## config.mk

```make
export PLATFORM = sky130hd
export DESIGN_NAME = residue_adc_seq
export DESIGN_NICKNAME = d
export VERILOG_FILES = /design/src/rtl/adc_seq_pkg.sv /design/src/rtl/adc_seq_timer.sv /design/src/rtl/adc_seq_ones_cnt.sv /design/src/rtl/adc_seq_nibble_latch.sv /design/src/rtl/residue_adc_seq.sv
export SDC_FILE = /design/constraint.sdc
export NUM_CORES = 1
export LEC_CHECK = 0
export BUFFER_PORTS_ARGS = -buffer_cell sky130_fd_sc_hd__buf_2
export CORE_UTILIZATION = 55
export CTS_BUF_LIST = sky130_fd_sc_hd__clkbuf_2 sky130_fd_sc_hd__clkbuf_4 sky130_fd_sc_hd__clkbuf_8
export CTS_CLUSTER_DIAMETER = 80
export DETAILED_ROUTE_END_ITERATION = 8
export GPL_TIMING_DRIVEN = 0
export PLACE_DENSITY = 0.83
export SLEW_MARGIN = 20
export SYNTH_ARGS = -nofsm -noshare
export SYNTH_HDL_FRONTEND = slang
export SYNTH_HIERARCHICAL = 1
export SYNTH_SLANG_ARGS = --single-unit
export TNS_END_PERCENT = 30
```

## constraint.sdc

```tcl
create_clock -name clk -period 2.5 [get_ports clk]
set_input_delay 0.5 -clock clk [delete_from_list [all_inputs] [get_ports clk]]
set_output_delay 0.5 -clock clk [all_outputs]
set_load 0.03 [all_outputs]
```

## src/rtl/adc_seq_pkg.sv

```systemverilog
package adc_seq_pkg;

    localparam int DEF_PASS_LEN   = 16;
    localparam int DEF_NIB_W      = 4;
    localparam int DEF_NUM_PASSES = 2;
    localparam int DEF_GAP_CYCLES = 18;

    typedef enum logic [1:0] {
        ST_IDLE = 2'd0,
        ST_CONV = 2'd1,
        ST_GAP  = 2'd2
    } seq_state_e;

    typedef struct packed {
        logic start_acc;
        logic counting;
        logic pass_end;
        logic last_pass;
    } seq_ctrl_t;

    function automatic int width_of(input int n);
        return (n <= 2) ? 1 : $clog2(n);
    endfunction

endpackage

```

## src/rtl/adc_seq_timer.sv

```systemverilog
module adc_seq_timer
    import adc_seq_pkg::*;
#(
    parameter int PASS_LEN   = DEF_PASS_LEN,
    parameter int NUM_PASSES = DEF_NUM_PASSES,
    parameter int GAP_CYCLES = DEF_GAP_CYCLES
) (
    input  logic       clk,
    input  logic       rst,
    input  logic       start,
    output seq_ctrl_t  ctrl,
    output seq_state_e state,
    output logic       fb_sel
);
    localparam int CYC_W  = width_of(PASS_LEN);
    localparam int PASS_W = width_of(NUM_PASSES);
    localparam int GAP_W  = width_of(GAP_CYCLES);
    localparam logic [CYC_W-1:0]  LAST_CYC  = CYC_W'(PASS_LEN - 1);
    localparam logic [PASS_W-1:0] LAST_PASS = PASS_W'(NUM_PASSES - 1);
    localparam logic [GAP_W-1:0]  LAST_GAP  = GAP_W'(GAP_CYCLES - 1);

    logic [CYC_W-1:0]  cyc;
    logic [PASS_W-1:0] pass_idx;
    logic [GAP_W-1:0]  gap;

    always_ff @(posedge clk) begin
        if (rst) begin
            state    <= ST_IDLE;
            cyc      <= '0;
            pass_idx <= '0;
            gap      <= '0;
        end else begin
            case (state)
                ST_IDLE: begin
                    if (start) begin
                        state    <= ST_CONV;
                        cyc      <= '0;
                        pass_idx <= '0;
                    end
                end
                ST_CONV: begin
                    if (cyc == LAST_CYC) begin
                        cyc <= '0;
                        if (pass_idx == LAST_PASS) begin
                            state    <= ST_GAP;
                            pass_idx <= '0;
                            gap      <= '0;
                        end else begin
                            pass_idx <= pass_idx + 1'b1;
                        end
                    end else begin
                        cyc <= cyc + 1'b1;
                    end
                end
                ST_GAP: begin
                    if (gap == LAST_GAP) state <= ST_IDLE;
                    else                 gap   <= gap + 1'b1;
                end
                default: state <= ST_IDLE;
            endcase
        end
    end

    always_comb begin
        ctrl.start_acc = (state == ST_IDLE) && start;
        ctrl.counting  = (state == ST_CONV);
        ctrl.pass_end  = (state == ST_CONV) && (cyc == LAST_CYC);
        ctrl.last_pass = (pass_idx == LAST_PASS);
        fb_sel         = (state == ST_CONV) && (pass_idx != '0);
    end


    gap_no_restart_chk: assert property (@(posedge clk) disable iff (rst)
        (state == ST_GAP) |=> (state != ST_CONV));


    conv_entry_chk: assert property (@(posedge clk) disable iff (rst)
        (state == ST_IDLE && start) |=> (state == ST_CONV));

endmodule

```

## src/rtl/adc_seq_ones_cnt.sv

```systemverilog
module adc_seq_ones_cnt
    import adc_seq_pkg::*;
#(
    parameter int NIB_W = DEF_NIB_W
) (
    input  logic             clk,
    input  logic             rst,
    input  logic             en,
    input  logic             clr,
    input  logic             dec,
    output logic [NIB_W-1:0] cnt_q,
    output logic [NIB_W-1:0] cnt_sum
);
    localparam logic [NIB_W-1:0] CNT_MAX = {NIB_W{1'b1}};

    always_comb begin
        if (dec && cnt_q == CNT_MAX) cnt_sum = CNT_MAX;
        else                         cnt_sum = cnt_q + NIB_W'(dec);
    end

    always_ff @(posedge clk) begin
        if (rst)      cnt_q <= '0;
        else if (en)  cnt_q <= clr ? '0 : cnt_sum;
    end


    sat_hold_chk: assert property (@(posedge clk) disable iff (rst)
        (en && !clr && cnt_q == CNT_MAX) |=> (cnt_q == CNT_MAX));


    pass_clear_chk: assert property (@(posedge clk) disable iff (rst)
        (en && clr) |=> (cnt_q == '0));

endmodule

```

## src/rtl/adc_seq_nibble_latch.sv

```systemverilog
module adc_seq_nibble_latch
    import adc_seq_pkg::*;
#(
    parameter int NIB_W      = DEF_NIB_W,
    parameter int NUM_PASSES = DEF_NUM_PASSES
) (
    input  logic                        clk,
    input  logic                        rst,
    input  seq_ctrl_t                   ctrl,
    input  logic [NIB_W-1:0]            cnt_sum,
    output logic [NIB_W-1:0]            nib_out,
    output logic                        latch_en,
    output logic                        out_en,
    output logic                        done,
    output logic [NIB_W*NUM_PASSES-1:0] result
);
    localparam int RES_W = NIB_W * NUM_PASSES;

    logic [RES_W-1:0] acc;
    logic [RES_W-1:0] acc_next;

    generate
        if (NUM_PASSES == 1) begin : g_single
            assign acc_next = cnt_sum;
        end else begin : g_multi
            assign acc_next = {acc[RES_W-NIB_W-1:0], cnt_sum};
        end
    endgenerate

    always_ff @(posedge clk) begin
        if (rst) begin
            nib_out  <= '0;
            latch_en <= 1'b0;
            out_en   <= 1'b0;
            done     <= 1'b0;
            result   <= '0;
            acc      <= '0;
        end else begin
            latch_en <= ctrl.pass_end;
            done     <= ctrl.pass_end && ctrl.last_pass;
            if (ctrl.start_acc)     out_en <= 1'b0;
            else if (ctrl.pass_end) out_en <= 1'b1;
            if (ctrl.pass_end) begin
                nib_out <= cnt_sum;
                acc     <= acc_next;
                if (ctrl.last_pass) result <= acc_next;
            end
        end
    end


    done_single_chk: assert property (@(posedge clk) disable iff (rst)
        done |=> !done);


    latch_single_chk: assert property (@(posedge clk) disable iff (rst)
        latch_en |=> !latch_en);


    result_hold_chk: assert property (@(posedge clk) disable iff (rst)
        !done |-> $stable(result));

endmodule

```

## src/rtl/residue_adc_seq.sv

```systemverilog
module residue_adc_seq
    import adc_seq_pkg::*;
#(
    parameter int PASS_LEN   = DEF_PASS_LEN,
    parameter int NIB_W      = DEF_NIB_W,
    parameter int NUM_PASSES = DEF_NUM_PASSES,
    parameter int GAP_CYCLES = DEF_GAP_CYCLES
) (
    input  logic                        clk,
    input  logic                        rst,
    input  logic                        start,
    input  logic                        dec_bit,
    output logic                        fb_sel,
    output logic                        latch_en,
    output logic [NIB_W-1:0]            nib_out,
    output logic                        out_en,
    output logic                        done,
    output logic [NIB_W*NUM_PASSES-1:0] result,
    output logic                        busy
);
    seq_ctrl_t        ctrl;
    seq_state_e       state;
    logic [NIB_W-1:0] cnt_q;
    logic [NIB_W-1:0] cnt_sum;

    adc_seq_timer #(
        .PASS_LEN  (PASS_LEN),
        .NUM_PASSES(NUM_PASSES),
        .GAP_CYCLES(GAP_CYCLES)
    ) u_timer (
        .clk   (clk),
        .rst   (rst),
        .start (start),
        .ctrl  (ctrl),
        .state (state),
        .fb_sel(fb_sel)
    );

    adc_seq_ones_cnt #(
        .NIB_W(NIB_W)
    ) u_cnt (
        .clk    (clk),
        .rst    (rst),
        .en     (ctrl.counting),
        .clr    (ctrl.pass_end),
        .dec    (dec_bit),
        .cnt_q  (cnt_q),
        .cnt_sum(cnt_sum)
    );

    adc_seq_nibble_latch #(
        .NIB_W     (NIB_W),
        .NUM_PASSES(NUM_PASSES)
    ) u_latch (
        .clk     (clk),
        .rst     (rst),
        .ctrl    (ctrl),
        .cnt_sum (cnt_sum),
        .nib_out (nib_out),
        .latch_en(latch_en),
        .out_en  (out_en),
        .done    (done),
        .result  (result)
    );

    assign busy = (state != ST_IDLE);


    fb_rise_chk: assert property (@(posedge clk) disable iff (rst)
        $rose(fb_sel) |-> latch_en);


    done_fb_chk: assert property (@(posedge clk) disable iff (rst)
        done |-> (latch_en && !fb_sel));


    out_en_rise_chk: assert property (@(posedge clk) disable iff (rst)
        $rose(out_en) |-> latch_en);


    count_idle_chk: assert property (@(posedge clk) disable iff (rst)
        !busy |-> (cnt_q == '0));

endmodule

```

==> impl_metrics.toml <==
[outcome]
outcome = "finished clean"

[cts]
cts_setup_buffers = 0
cts_made_buffers = 5
post_cts_resized = 0
postCtsHoldBufs = 0
worstSkewPairLatency_ns = 0.33
cts_tree = "yes"
cts_root_buffer = "clkbuf_4"
clk_path_buf_depth = 2
clock-sinks = 31
htree_levels = 2
clk_pin_slew_ns = 0.10

[flow_run]
maxCapViolations = 0

[layout]
layout_common_cells = "31 x dfxtp_1, 22 x buf_2, 14 x nand3_1, 14 x a21oi_1, 13 x nor2_1"
n_fill_cell = 207
diodes = 0
final_common_cell = "dfxtp_1"
synthToLayoutAreaGrowth_pct = 14.8
final_nets = 198
drive_gt1_frac = 0.295

[route]
vias = 1293
routed_wl_mm = 3.05
routed_via_density = 5.88
ant_nets = 0
route.met2.wl_mm = 1.54
routed-wl-met3_um = 144
drt_pre_antenna_iters = 4
drcViolationCount = 0
post_drt_wl_per_cell_um = 13.9
top_layer = "met4"
drt_iter0_markers = 25
wl_met1_mm = 1.32

[setup_path]
slowest_delay_ns = 0.66
crit_fanout = 10
critPathArrivalTime_ns = 2.32
worstRegToRegCells = 6
path_class = "reg2reg"
slowest_stage = "nor3b_2"
worstPathRequired_ns = 2.73
worstPathCellList = "ha_1, nand3_2, nor3b_2, buf_6, mux2i_1, nor2_1"
cp-end-kind = "flip-flop"
startpoint_type = "flip-flop"

[timing]
slew_headroom = 0.509
skew_ns = 0.00657
setup_ws_ns = 0.403
fin_crit_sh = 0.839
fin_crit_ns = 2.10
grt_setup_unrepaired = "false"
max_freq_mhz = 477
tightest_slew_ns = 0.734
setup_viol = 0
tns_ns = 0
hold_viol = 0
maxSlewViolCount = 0

[global_route]
grt_max_degree = 14
grt_overflow_total = 0
grt_first_pass_wirelength_mm = 4.94
grt_antenna_before_repair = 0
grt_pass1_vias = 1167
grt_use_total = 0.236

[yosys]
yosysWarnings = 6
yosysUniqueCellTypes = 50
synth_seq_cells = 31
synthTopCellsByArea = "dfxtp_1 40%, a21bo_2 4.5%, a21oi_1 4.5%"
netlist_instances = 162
synth_edf_count = 0
syn_avg_cell_area_um2 = 9.52
yosys.area.top_type_share = 0.402
synth-async-reset-ratio = 0
synth_nets = 171
syn-cell-area_um2 = 1540
synth_area_leader_cell = "dfxtp_1"
synth_flop_cell = "dfxtp_1"
seq_area_frac_synth = 0.402

[placed_design]
io_buffers = 20
place_ws_ns = 0.448
hpwl_mm = 2.19
routabilityCongestion = 0.791

[floorplan]
dieArea_um2 = 3020
initial_core_util = 0.601
die_x_um = 55.0
io_pins = 21
coreArea_um2 = 2570
fp.dieH_um = 55.0
rows = 18

[min_path]
hold_class = "reg2reg"
min_path_cells = 2

[power]
cellPowerDensity_nw_per_um2 = 543
leakagePower_nw = 0.721
vdd_drop_max_mv = 0.552
[critical path, delay by kind of cell (launching register included)]
family                     cells  cell delay [ns]
adders and majority gates      1             0.25
DFF                            1             0.38
buffers and inverters          1             0.24
muxes                          1             0.21
and+or+nand+nor                3             0.91
[Yosys cell counts (2+ instances only)]
master	n
dfxtp_1	31
a21oi_1	14
nand3_1	14
nor2_1	13
a21bo_2	7
nand2_1	7
mux2i_1	6
nand2b_1	6
ha_1	5
buf_6	3
inv_1	3
nand3b_1	3
nor3b_1	3
o21ai_0	3
a21boi_1	2
a221oi_2	2
buf_2	2
buf_4	2
clkbuf_1	2
nand4_1	2
nor4_1	2
xnor2_1	2
[where the power goes]
part / total (W) / switching, W / internal, W
Clock: 0.000404 / 0.000168 / 0.000236
Sequential: 0.000504 / 0.00000599 / 0.000498
Combinational: 0.0000535 / 0.0000326 / 0.0000209
Total: 0.000962 / 0.000207 / 0.000755
[layout make-up]
type / instances / area, um^2 / area share
repair buffers: 20 / 100 / 0.0565
clock inverters: 2 / 35.0 / 0.0198
flip-flops and latches: 31 / 621 / 0.350
multi-input cells: 118 / 835 / 0.471
clock buffers: 6 / 51.3 / 0.0290
plain buffers: 10 / 81.3 / 0.0459
inverters: 3 / 11.3 / 0.00636
well taps: 30 / 37.5 / 0.0212
[registers in the layout, indices dropped and copies added (netlist names)]
register and count:
u_latch/result 8, u_timer/gap 5, u_cnt/cnt_q 4, u_latch/acc 4, u_timer/cyc 4, u_timer/state 2
u_latch/done 1, u_latch/latch_en 1, u_latch/out_en 1, u_timer/pass_idx 1
[kinds of logic after synthesis]
| logic type | count (synthesis) | share of synthesized area |
|---|---|---|
| compound gates | 42 | 0.213 |
| flops | 31 | 0.402 |
| fa+ha+maj | 5 | 0.0406 |
| mux | 6 | 0.0389 |
| buf+inv | 13 | 0.0600 |
| simple gates | 63 | 0.234 |
| xor+xnor | 2 | 0.0114 |
[metal layers]
| layer | vias to the layer above | track usage |
|---|---|---|
| met5 | - | 0 |
| met4 | 0 | 0.104 |
| met3 | 5 | 0.0847 |
| met2 | 34 | 0.432 |
| met1 | 610 | 0.238 |
| li1 | 644 | - |
[final timing paths]
kind	from	endpoint	slack [ns]
max	u_timer/cyc[0]$_SDFFE_PP0P_	u_latch/acc[0]$_SDFFE_PP0P_	0.40
min	u_latch/acc[3]$_SDFFE_PP0P_	u_latch/result[7]$_SDFFE_PP0P_	0.49
max reg2reg	u_timer/cyc[0]$_SDFFE_PP0P_	u_latch/acc[0]$_SDFFE_PP0P_	0.40
min reg2reg	u_latch/acc[3]$_SDFFE_PP0P_	u_latch/result[7]$_SDFFE_PP0P_	0.49
[stage by stage]
step                       util  hold slack, ns  area (um^2)  instances  total power, W
after floorplan               -           0.452         1540        162        0.000552
after global placement    0.654           0.465         1680        212        0.000565
after detailed placement  0.656           0.475         1690        212        0.000568
after CTS                 0.690           0.488         1770        220        0.000974
after global routing      0.690           0.503         1770        220         0.00100
final                     0.690           0.491         1770        220        0.000962
Note: power is estimated with default switching activity, not from simulation.
